File: src/rtl/itm_pkg.sv
`timescale 1ns/1ps
package itm_pkg;
  typedef enum logic [1:0] {
    SLOT_LIM      = 2'd0,
    SLOT_CNT      = 2'd1,
    SLOT_LIM_KEEP = 2'd2,
    SLOT_CTL      = 2'd3
  } slot_e;
endpackage

File: src/rtl/itm_decode.sv
`timescale 1ns/1ps
module itm_decode
  import itm_pkg::*;
#(
  parameter int N_UNIT = 3,
  parameter int UNIT_W = 2,
  localparam int ADDR_W = UNIT_W + 2
) (
  input  logic              req_i,
  input  logic              we_i,
  input  logic [ADDR_W-1:0] addr_i,
  output logic [N_UNIT-1:0] lim_wr_o,
  output logic [N_UNIT-1:0] keep_wr_o,
  output logic [N_UNIT-1:0] ctl_wr_o,
  output logic [N_UNIT-1:0] ack_o,
  output logic [UNIT_W-1:0] unit_o,
  output slot_e             slot_o,
  output logic              rd_o
);
  assign unit_o = addr_i[ADDR_W-1:2];
  assign slot_o = slot_e'(addr_i[1:0]);
  assign rd_o   = req_i & ~we_i;

  for (genvar u = 0; u < N_UNIT; u++) begin : g_unit
    logic sel;
    assign sel          = req_i & (unit_o == UNIT_W'(u));
    assign lim_wr_o[u]  = sel & we_i & (slot_o == SLOT_LIM);
    assign keep_wr_o[u] = sel & we_i & (slot_o == SLOT_LIM_KEEP);
    assign ctl_wr_o[u]  = sel & we_i & (slot_o == SLOT_CTL);
    assign ack_o[u]     = sel & ~we_i & (slot_o == SLOT_LIM);
  end
endmodule

File: src/rtl/itm_counter.sv
`timescale 1ns/1ps
module itm_counter #(
  parameter int CW = 22
) (
  input  logic          clk_i,
  input  logic          rst_ni,
  input  logic          tick_i,
  input  logic          user_i,
  input  logic          run_i,
  input  logic          lim_wr_i,
  input  logic          keep_wr_i,
  input  logic [CW-1:0] wdata_i,
  input  logic          ack_i,
  output logic [CW-1:0] count_o,
  output logic [CW-1:0] limit_o,
  output logic          flag_o
);
  localparam logic [CW-1:0] ONE = CW'(1);

  logic [CW-1:0] count_q, limit_q;
  logic          flag_q, adv, hit;

  // user mode gates on run bit and never matches
  assign adv = tick_i & (~user_i | run_i);
  assign hit = ~user_i & (limit_q != '0) & (count_q == limit_q);

  always_ff @(posedge clk_i or negedge rst_ni) begin
    if (!rst_ni) begin
      count_q <= '0;
      limit_q <= '0;
    end else if (lim_wr_i) begin
      limit_q <= wdata_i;
      count_q <= '0;
    end else begin
      if (keep_wr_i) limit_q <= wdata_i;
      if (adv)       count_q <= hit ? '0 : count_q + ONE;
    end
  end

  // new match wins over acknowledge
  always_ff @(posedge clk_i or negedge rst_ni) begin
    if (!rst_ni)         flag_q <= 1'b0;
    else if (adv && hit) flag_q <= 1'b1;
    else if (ack_i)      flag_q <= 1'b0;
  end

  assign count_o = count_q;
  assign limit_o = limit_q;
  assign flag_o  = flag_q;

  a_r2_flag_source: assert property (@(posedge clk_i) disable iff (!rst_ni)
    $rose(flag_o) |-> $past(tick_i && !user_i && count_o == limit_o && limit_o != '0));

  a_r2_reload: assert property (@(posedge clk_i) disable iff (!rst_ni)
    (tick_i && !user_i && !lim_wr_i && limit_o != '0 && count_o == limit_o) |=> (count_o == '0));

  a_r3_ack_clears: assert property (@(posedge clk_i) disable iff (!rst_ni)
    (ack_i && !tick_i) |=> !flag_o);

  a_r4_flag_holds: assert property (@(posedge clk_i) disable iff (!rst_ni)
    (flag_o && !ack_i) |=> flag_o);

  a_r6_zero_limit: assert property (@(posedge clk_i) disable iff (!rst_ni)
    (limit_o == '0 && !flag_o) |=> !flag_o);

  a_r7_count_hold: assert property (@(posedge clk_i) disable iff (!rst_ni)
    (!tick_i && !lim_wr_i) |=> $stable(count_o));

  a_r9_user_quiet: assert property (@(posedge clk_i) disable iff (!rst_ni)
    (user_i && !flag_o) |=> !flag_o);

  a_r11_write_wins: assert property (@(posedge clk_i) disable iff (!rst_ni)
    lim_wr_i |=> (count_o == '0));
endmodule

File: src/rtl/interval_timer.sv
`timescale 1ns/1ps
module interval_timer
  import itm_pkg::*;
#(
  parameter int N_CPU   = 2,
  parameter int COUNT_W = 22,
  localparam int N_UNIT = N_CPU + 1,
  localparam int UNIT_W = $clog2(N_UNIT),
  localparam int ADDR_W = UNIT_W + 2
) (
  input  logic              clk_i,
  input  logic              rst_ni,
  input  logic              tick_i,
  input  logic              req_i,
  input  logic              we_i,
  input  logic [ADDR_W-1:0] addr_i,
  input  logic [31:0]       wdata_i,
  output logic [31:0]       rdata_o,
  output logic              irq_l10_o,
  output logic [N_CPU-1:0]  irq_l14_o
);
  localparam int SYS = N_CPU;

  logic [N_UNIT-1:0]  lim_wr, keep_wr, ctl_wr, ack, flg;
  logic [UNIT_W-1:0]  unit;
  slot_e              slot;
  logic               rd;
  logic [COUNT_W-1:0] cnt [N_UNIT];
  logic [COUNT_W-1:0] lim [N_UNIT];
  logic [N_CPU-1:0]   cfg_q, run_q;
  logic [31:0]        rd_word;
  logic               unused_wdata;

  assign unused_wdata = ^wdata_i[31:COUNT_W];

  itm_decode #(.N_UNIT(N_UNIT), .UNIT_W(UNIT_W)) u_decode (
    .req_i, .we_i, .addr_i,
    .lim_wr_o(lim_wr), .keep_wr_o(keep_wr), .ctl_wr_o(ctl_wr), .ack_o(ack),
    .unit_o(unit), .slot_o(slot), .rd_o(rd)
  );

  always_ff @(posedge clk_i or negedge rst_ni) begin
    if (!rst_ni) begin
      cfg_q <= '0;
      run_q <= '0;
    end else begin
      if (ctl_wr[SYS]) cfg_q <= wdata_i[N_CPU-1:0];
      for (int c = 0; c < N_CPU; c++)
        if (ctl_wr[c]) run_q[c] <= wdata_i[0];
    end
  end

  for (genvar u = 0; u < N_UNIT; u++) begin : g_tmr
    logic user, run;
    if (u < N_CPU) begin : g_cpu
      assign user = cfg_q[u];
      assign run  = run_q[u];
    end else begin : g_sys
      assign user = 1'b0;
      assign run  = 1'b1;
    end
    itm_counter #(.CW(COUNT_W)) u_cnt (
      .clk_i, .rst_ni, .tick_i,
      .user_i(user), .run_i(run),
      .lim_wr_i(lim_wr[u]), .keep_wr_i(keep_wr[u]),
      .wdata_i(wdata_i[COUNT_W-1:0]), .ack_i(ack[u]),
      .count_o(cnt[u]), .limit_o(lim[u]), .flag_o(flg[u])
    );
  end

  always_comb begin
    rd_word = '0;
    for (int u = 0; u < N_UNIT; u++) begin
      if (unit == UNIT_W'(u)) begin
        unique case (slot)
          SLOT_LIM, SLOT_LIM_KEEP: begin
            rd_word[COUNT_W-1:0] = lim[u];
            rd_word[31]          = flg[u];
          end
          SLOT_CNT: rd_word[COUNT_W-1:0] = cnt[u];
          SLOT_CTL: begin
            if (u == SYS) rd_word[N_CPU-1:0] = cfg_q;
            else          rd_word[0]         = run_q[u];
          end
        endcase
      end
    end
  end

  always_ff @(posedge clk_i or negedge rst_ni) begin
    if (!rst_ni)  rdata_o <= '0;
    else if (rd)  rdata_o <= rd_word;
  end

  assign irq_l10_o = flg[SYS];
  assign irq_l14_o = flg[N_CPU-1:0];

  a_r10_one_target: assert property (@(posedge clk_i) disable iff (!rst_ni)
    $onehot0(lim_wr | keep_wr | ctl_wr | ack));

  a_r8_cfg_hold: assert property (@(posedge clk_i) disable iff (!rst_ni)
    !ctl_wr[SYS] |=> $stable(cfg_q));

  a_r1_rdata_hold: assert property (@(posedge clk_i) disable iff (!rst_ni)
    !(req_i && !we_i) |=> $stable(rdata_o));
endmodule

File: config.mk
export PLATFORM = sky130hd
export DESIGN_NAME = interval_timer
export DESIGN_NICKNAME = d
export VERILOG_FILES = /design/src/rtl/itm_pkg.sv /design/src/rtl/itm_decode.sv /design/src/rtl/itm_counter.sv /design/src/rtl/interval_timer.sv
export SDC_FILE = /design/constraint.sdc
export NUM_CORES = 1
export LEC_CHECK = 0
export BUFFER_PORTS_ARGS = -buffer_cell sky130_fd_sc_hd__buf_2
export CAP_MARGIN = 15
export CORE_MARGIN = 2
export CORE_UTILIZATION = 40
export DETAILED_ROUTE_END_ITERATION = 10
export PLACE_DENSITY_LB_ADDON = 0.08
export SLEW_MARGIN = 20
export SYNTH_ARGS = -nofsm -noshare
export SYNTH_HDL_FRONTEND = slang
export SYNTH_SLANG_ARGS = --single-unit
File: constraint.sdc
create_clock -name clk_i -period 3 [get_ports clk_i]
set_input_delay 0.75 -clock clk_i [delete_from_list [all_inputs] [get_ports clk_i]]
set_output_delay 0.75 -clock clk_i [all_outputs]
set_load 0.01 [all_outputs]
Word-level counts from Yosys, hierarchy flattened
Cells that the tools add are included.
{"block": "op_classes", "n_eq_ne": 8, "mul": 0, "n_div": 0, "order_cmp": 0, "n_bitwise": 34, "mux": 36, "addsub": 3, "n_shift": 0, "reduce_logical": 18}
{"op": "22-bit two-way mux", "count": 18}
{"op": "21-bit one-hot mux with 2 select lines", "count": 2}
{"op": "22-bit by 1-bit adder with 22-bit output, second input constant", "count": 3}
{"op": "22-bit == test", "count": 3}
{"op": "22-bit nonzero test", "count": 3}
{"op": "20-bit one-hot mux with 2 select lines", "count": 1}
{"op": "1-bit bitwise AND", "count": 29}
{"op": "2-bit nonzero test", "count": 9}
{"op": "1-bit two-way mux", "count": 12}
{"op": "2-bit == test, second input constant", "count": 3}
{"op": "1-bit one-hot mux with 3 select lines", "count": 2}
{"op": "2-bit one-hot mux with 3 select lines", "count": 1}
{"op": "2-bit by 1-bit == test with 1-bit output, second input constant", "count": 2}
{"op": "2-bit logical NOT", "count": 2}
{"op": "1-bit logical AND", "count": 3}
{"op": "1-bit NOT", "count": 3}
{"op": "1-bit OR", "count": 2}
{"op": "2-bit OR reduction", "count": 1}
{"block": "word_totals", "n_memories": 0, "latch_bits": 0, "inputBits": 41, "romBits": 0, "reg_bits": 162, "mem_bits_rw": 0, "elab_cells": 112}

Longest topological paths before layout
{"block": "depth", "word_depth": 8, "depth_mapped": 8}

Modules after synthesis
A second synthesis with hierarchy kept.
{"block": "unflattened", "cells_unflattened": 909, "hier_area_um2": 9441.6}
{"module": "itm_counter (g_tmr[0].u_cnt ...)", "cells_per_inst": 221, "area_per_inst_um2": 2408.6, "instances": 2}
{"module": "itm_counter (g_tmr[2].u_cnt)", "cells_per_inst": 220, "area_per_inst_um2": 2338.5, "instances": 1}
{"module": "interval_timer", "cells_per_inst": 224, "area_per_inst_um2": 2129.5, "instances": 1}
{"module": "itm_decode", "cells_per_inst": 23, "area_per_inst_um2": 156.4, "instances": 1}

Least setup slack after synthesis
OpenSTA, ideal clock, no wires.
{"block": "synth_path", "kind": "input -> register", "startpoint": "input addr_i[3]", "endpoint": "register g_tmr[0].u_cnt.limit_q[10]", "setup_ns": 0.125, "arrival_time_ns": 2.173, "stages": 6, "required_ns": 2.875, "setup_slack_ns": 0.702, "cell_sequence": "buf_2 or2_1 clkbuf_1 nor3_1 buf_2 mux2_2"}
{"block": "synth_via", "elab_chain_cells": 5}
{"item": "start: declaration", "line": "interval_timer.sv:16", "rtl": "input logic [ADDR_W-1:0] addr_i,"}
{"item": "2-bit logical NOT *", "line": "itm_decode.sv:26", "rtl": "assign sel = req_i & (unit_o == UNIT_W'(u));"}
{"item": "1-bit bitwise AND *", "line": "itm_decode.sv:26"}
{"item": "1-bit bitwise AND *", "line": "itm_decode.sv:27, itm_decode.sv:28"}
{"item": "1-bit bitwise AND (on tied branches)", "line": "itm_decode.sv:27, itm_decode.sv:28"}
{"item": "22-bit two-way mux / 2-bit nonzero test (equally long branches)"}
{"item": "end signal: assignment", "line": "itm_counter.sv:32", "rtl": "limit_q <= wdata_i;"}
{"item": "end signal: assignment", "line": "itm_counter.sv:35", "rtl": "if (keep_wr_i) limit_q <= wdata_i;"}
{"item": "end: declaration", "line": "itm_counter.sv:20", "rtl": "logic [CW-1:0] count_q, limit_q;"}
Every way passes the cells marked *; elsewhere a longest branch is shown, timed or not.
A chain may end at the register's enable or synchronous reset.

Worst setup path after layout
{"block": "layout_path", "startpoint": "register g_tmr[0].u_cnt.limit_q[17]", "endpoint": "register g_tmr[0].u_cnt.count_q[12]"}
{"block": "layout_via", "elab_chain_cells": 6}
{"item": "22-bit nonzero test", "line": "itm_counter.sv:25", "rtl": "assign hit = ~user_i & (limit_q != '0) & (count_q == limit_q);"}
{"item": "1-bit bitwise AND", "line": "itm_counter.sv:25"}
{"item": "1-bit bitwise AND *", "line": "itm_counter.sv:25"}
{"item": "22-bit two-way mux * (2 in series)", "line": "itm_counter.sv:36", "rtl": "if (adv) count_q <= hit ? '0 : count_q + ONE;"}
{"item": "22-bit two-way mux *", "line": "itm_counter.sv:31", "rtl": "end else if (lim_wr_i) begin"}
{"item": "end signal: assignment", "line": "itm_counter.sv:36"}
{"item": "end: declaration", "line": "itm_counter.sv:20"}
Every way passes the cells marked *; elsewhere a longest branch is shown, timed or not. The select of a mux whose other input is x is not followed.

==> impl_metrics.toml <==
[status]
outcome = "finished, final reports clean"

[die]
floorplan.rows = 55
die_y_um = 156
dieArea_um2 = 24500
die_width_um = 156
fp.coreArea_um2 = 22700
initial_core_util_pct = 40.9
io_pins = 76

[place]
dp_hpwl_um = 22700
routabilityCongestion = 0.922
port_buffers = 56
post_dp_cell_area_um2 = 9990

[finish]
filler_cell_count = 2184
seqCellArea_um2 = 4050
layout_cells_sized_above_1_pct = 24.1
syn2layout_area_growth_pct = 13.7
fin_area_um2 = 10600
antenna_cells = 0
multi_input_comb_area_um2 = 4880
finalNetCount = 1054

[drt]
drcViolationCount = 0
routed_via_density = 5.49
drt-total-wl_um = 29700
drt_pre_antenna_iters = 6
via_count = 7180
initial_drc_count = 643
detail-route-antenna-nets = 0
wl_per_cell_um = 22.7

[critical_path]
critPathMostFrequentCell = "sky130_fd_sc_hd__nand4_1"
critical_path.max_fanout = 20
worstSetupEndpointType = "flop"
worst-setup-path-type = "flop to flop"
cp_cell_sequence = "nor4_1 > nand4_1 > or4_1 > nand4_1 > o22ai_2 > buf_4 > nor2_2"
worstPathRequired_ns = 3.36
timing.critical_path.slowest_stage_cell = "sky130_fd_sc_hd__nor4_1"
critPathArrivalTime_ns = 2.79
critical-path-max-stage-delay_ns = 0.48
timing.critical_path.from_type = "flop"

[timing]
post-route-min-period_ns = 2.43
finalSetupViolations = 0
finalClockSkew_ns = 0.0159
timing.max_slew.rel_slack_pct = 45.4
period_share_pct = 81.0
grt_setup_unrepaired = "false"
timing.final.max_slew_violations = 0
maxClockFrequency_mhz = 412
finalSetupTns_ns = 0
worst_slew_pin_slew_ns = 0.813
final-hold-violation-count = 0

[global_routing]
wire_length_of_the_first_global_routing_pass_um = 45000
overflow = 0
via_count_of_the_first_global_routing_pass = 7051
grt_antenna_before_repair = 0
gr-usage-all-layers_pct = 25.3
pin_count_of_the_biggest_net_entering_global_routing = 52

[clock_network]
htree_num_levels = 4
post_cts_resized = 0
post_cts.repair.setup_buffers = 0
path_clk_slew_ns = 0.08
cts_max_path_buffers = 2
cts_buf_count = 17
cts_hold_buf = 0
clock-root-buffer = "sky130_fd_sc_hd__clkbuf_16"
worst_skew_pair.late_latency_ns = 0.44
numClockSinks = 162
tritoncts = "yes"

[logic_synthesis]
synthCells = 955
synthesis.yosys.warnings = 0
postSynthAreaPerCell_um2 = 9.73
synth-seq-area-share_pct = 43.6
number_of_enable_type_register_cells_in_the_synthesized_netlist = 0
main_synth_ff_type = "sky130_fd_sc_hd__dfrtp_1"
share_of_flip_flops_with_an_asynchronous_set_or_reset_after_synthesis_pct = 100
number_of_flip_flops_and_latches_in_the_synthesized_netlist = 162
mappedNetlistArea_um2 = 9290
yosysUniqueCellTypes = 53

[power_and_ir_drop]
comb_power_share_pct = 22.7
power_density_nw_per_um2 = 642
power_switching_share_pct = 34.6
power.share.sequential_pct = 45.3
clockPowerShare_pct = 32.0
vdd.ir_drop.worst_v = 0.000314
power.switching_mw = 2.34
power.leakage_nw = 4.62
cellInternalPower_mw = 4.44

[run]
maxCapViolations = 0

[min_path]
hold_class = "input port to asynchronous set/reset pin"
## area by class of cell
class	count	area share, %
Clock buffer	18	4.16
Timing Repair Buffer	95	6.08
Sequential cell	162	38.4
Multi-Input combinational cell	717	46.2
Inverter	17	0.604
Clock inverter	14	1.24
Tap cell	285	3.38
## path summary, 6_finish.rpt
kind	slack [ns]	cells after the start	startpoint	to
max in group asynchronous	2.02	2	rst_ni	g_tmr[1].u_cnt.limit_o[17]
min in group clk_i	0.47	2	rdata_o[11]	rdata_o[11]
hold reg to reg	0.47	2	rdata_o[11]	rdata_o[11]
setup reg to reg	0.57	7	g_tmr[0].u_cnt.limit_o[17]	g_tmr[0].u_cnt.count_o[12]
setup / recovery	0.57	7	g_tmr[0].u_cnt.limit_o[17]	g_tmr[0].u_cnt.count_o[12]
hold / removal	0.27	1	rst_ni	g_tmr[1].u_cnt.limit_o[11]
## registers in the layout, summed over array words and instances, names as in the netlist
register and cells:
cfg_q 2, g_tmr.u_cnt.count_o 66, g_tmr.u_cnt.flag_o 3, g_tmr.u_cnt.limit_o 66
rdata_o 23, run_q 2
## placed cells by master, fill, tap and decap left out, types with 7 or more instances in the layout
cell	instances
sky130_fd_sc_hd__dfrtp_1	162
sky130_fd_sc_hd__nand2_1	80
sky130_fd_sc_hd__xor2_1	67
sky130_fd_sc_hd__mux2_2	64
sky130_fd_sc_hd__nor2_1	56
sky130_fd_sc_hd__a21oi_1	55
sky130_fd_sc_hd__o21ai_0	55
sky130_fd_sc_hd__buf_2	55
sky130_fd_sc_hd__xnor2_1	53
sky130_fd_sc_hd__nor2_2	40
sky130_fd_sc_hd__nand4_1	38
sky130_fd_sc_hd__buf_4	34
sky130_fd_sc_hd__mux2i_1	32
sky130_fd_sc_hd__nand3_1	27
sky130_fd_sc_hd__nor4_1	26
sky130_fd_sc_hd__and2_1	19
sky130_fd_sc_hd__inv_1	17
sky130_fd_sc_hd__clkbuf_16	17
sky130_fd_sc_hd__nor2b_1	15
sky130_fd_sc_hd__and3_1	11
sky130_fd_sc_hd__conb_1	9
sky130_fd_sc_hd__nand3b_1	7
sky130_fd_sc_hd__o22ai_1	7
## cells by family after synthesis
logic type / Yosys count / share of synthesized area, %
mux: 98 / 11.4
flops: 162 / 43.6
simple gates: 349 / 20.3
fa+ha+maj: 3 / 0.404
xor+xnor: 120 / 11.3
other cells: 1 / 0.0404
buf+inv: 84 / 4.40
compound gates: 138 / 8.42
## routing by layer
metal  share of wire (%)  track usage, %
met3                 3.7            3.57
met2                  47            40.4
met4                 1.5            6.16
met5                   0               0
met1                  48            36.3
## critical path: cells and delay by family (launching register included)
family | cells | cell delay (ns)
AOI/OAI and AO/OA | 1 | 0.10
buffers and inverters | 1 | 0.26
DFF | 1 | 0.42
and+or+nand+nor | 5 | 1.55
## Yosys cell counts (2+ instances only)
cell type,instances,area [um2]
sky130_fd_sc_hd__dfrtp_1,162,4050
sky130_fd_sc_hd__nand2_1,80,300
sky130_fd_sc_hd__xor2_1,67,587
sky130_fd_sc_hd__mux2_2,64,721
sky130_fd_sc_hd__nor2_1,56,210
sky130_fd_sc_hd__a21oi_1,55,275
sky130_fd_sc_hd__o21ai_0,55,275
sky130_fd_sc_hd__xnor2_1,53,464
sky130_fd_sc_hd__nor2_2,40,250
sky130_fd_sc_hd__nand4_1,38,238
sky130_fd_sc_hd__clkbuf_1,34,128
sky130_fd_sc_hd__mux2i_1,32,320
sky130_fd_sc_hd__nand3_1,27,135
sky130_fd_sc_hd__nor4_1,26,163
sky130_fd_sc_hd__and2_1,19,119
sky130_fd_sc_hd__inv_1,17,63.8
sky130_fd_sc_hd__nor2b_1,17,106
sky130_fd_sc_hd__buf_2,15,75.1
sky130_fd_sc_hd__buf_4,12,90.1
sky130_fd_sc_hd__and3_1,11,68.8
sky130_fd_sc_hd__nand3b_1,7,52.6
sky130_fd_sc_hd__o22ai_1,7,43.8
sky130_fd_sc_hd__nor3_1,6,30.0
sky130_fd_sc_hd__o311ai_1,5,43.8
sky130_fd_sc_hd__or4_1,5,37.5
sky130_fd_sc_hd__and4_1,4,35.0
sky130_fd_sc_hd__buf_6,4,45.0
sky130_fd_sc_hd__o21ai_1,4,20.0
sky130_fd_sc_hd__ha_1,3,37.5
sky130_fd_sc_hd__nand2b_1,3,18.8
sky130_fd_sc_hd__a222oi_1,2,20.0
sky130_fd_sc_hd__buf_1,2,7.51
sky130_fd_sc_hd__mux2_1,2,22.5
sky130_fd_sc_hd__o21a_1,2,15.0
## per-stage QoR
stage | worst slack (ns) | util, % | cells | hold slack [ns] | power [mW]
after floorplan | 0.702 | - | 963 | 0.454 | 3.96
after global placement | 0.348 | 44.0 | 1276 | 0.461 | 4.62
after detailed placement | 0.359 | 44.0 | 1276 | 0.466 | 4.64
after CTS | 0.571 | 46.5 | 1308 | 0.279 | 6.82
after global routing | 0.526 | 46.5 | 1308 | 0.302 | 7.13
final | 0.571 | 46.5 | 1308 | 0.270 | 6.78
## power groups by stage
stage / combinational (mW) / clock (mW) / sequential, mW
floorplan: 1.05 / 0 / 2.91
global placement: 1.52 / 0 / 3.11
detailed placement: 1.53 / 0 / 3.11
CTS: 1.54 / 2.21 / 3.07
global route: 1.70 / 2.30 / 3.12
finish: 1.54 / 2.17 / 3.07
(Power assumes the default switching activity.)
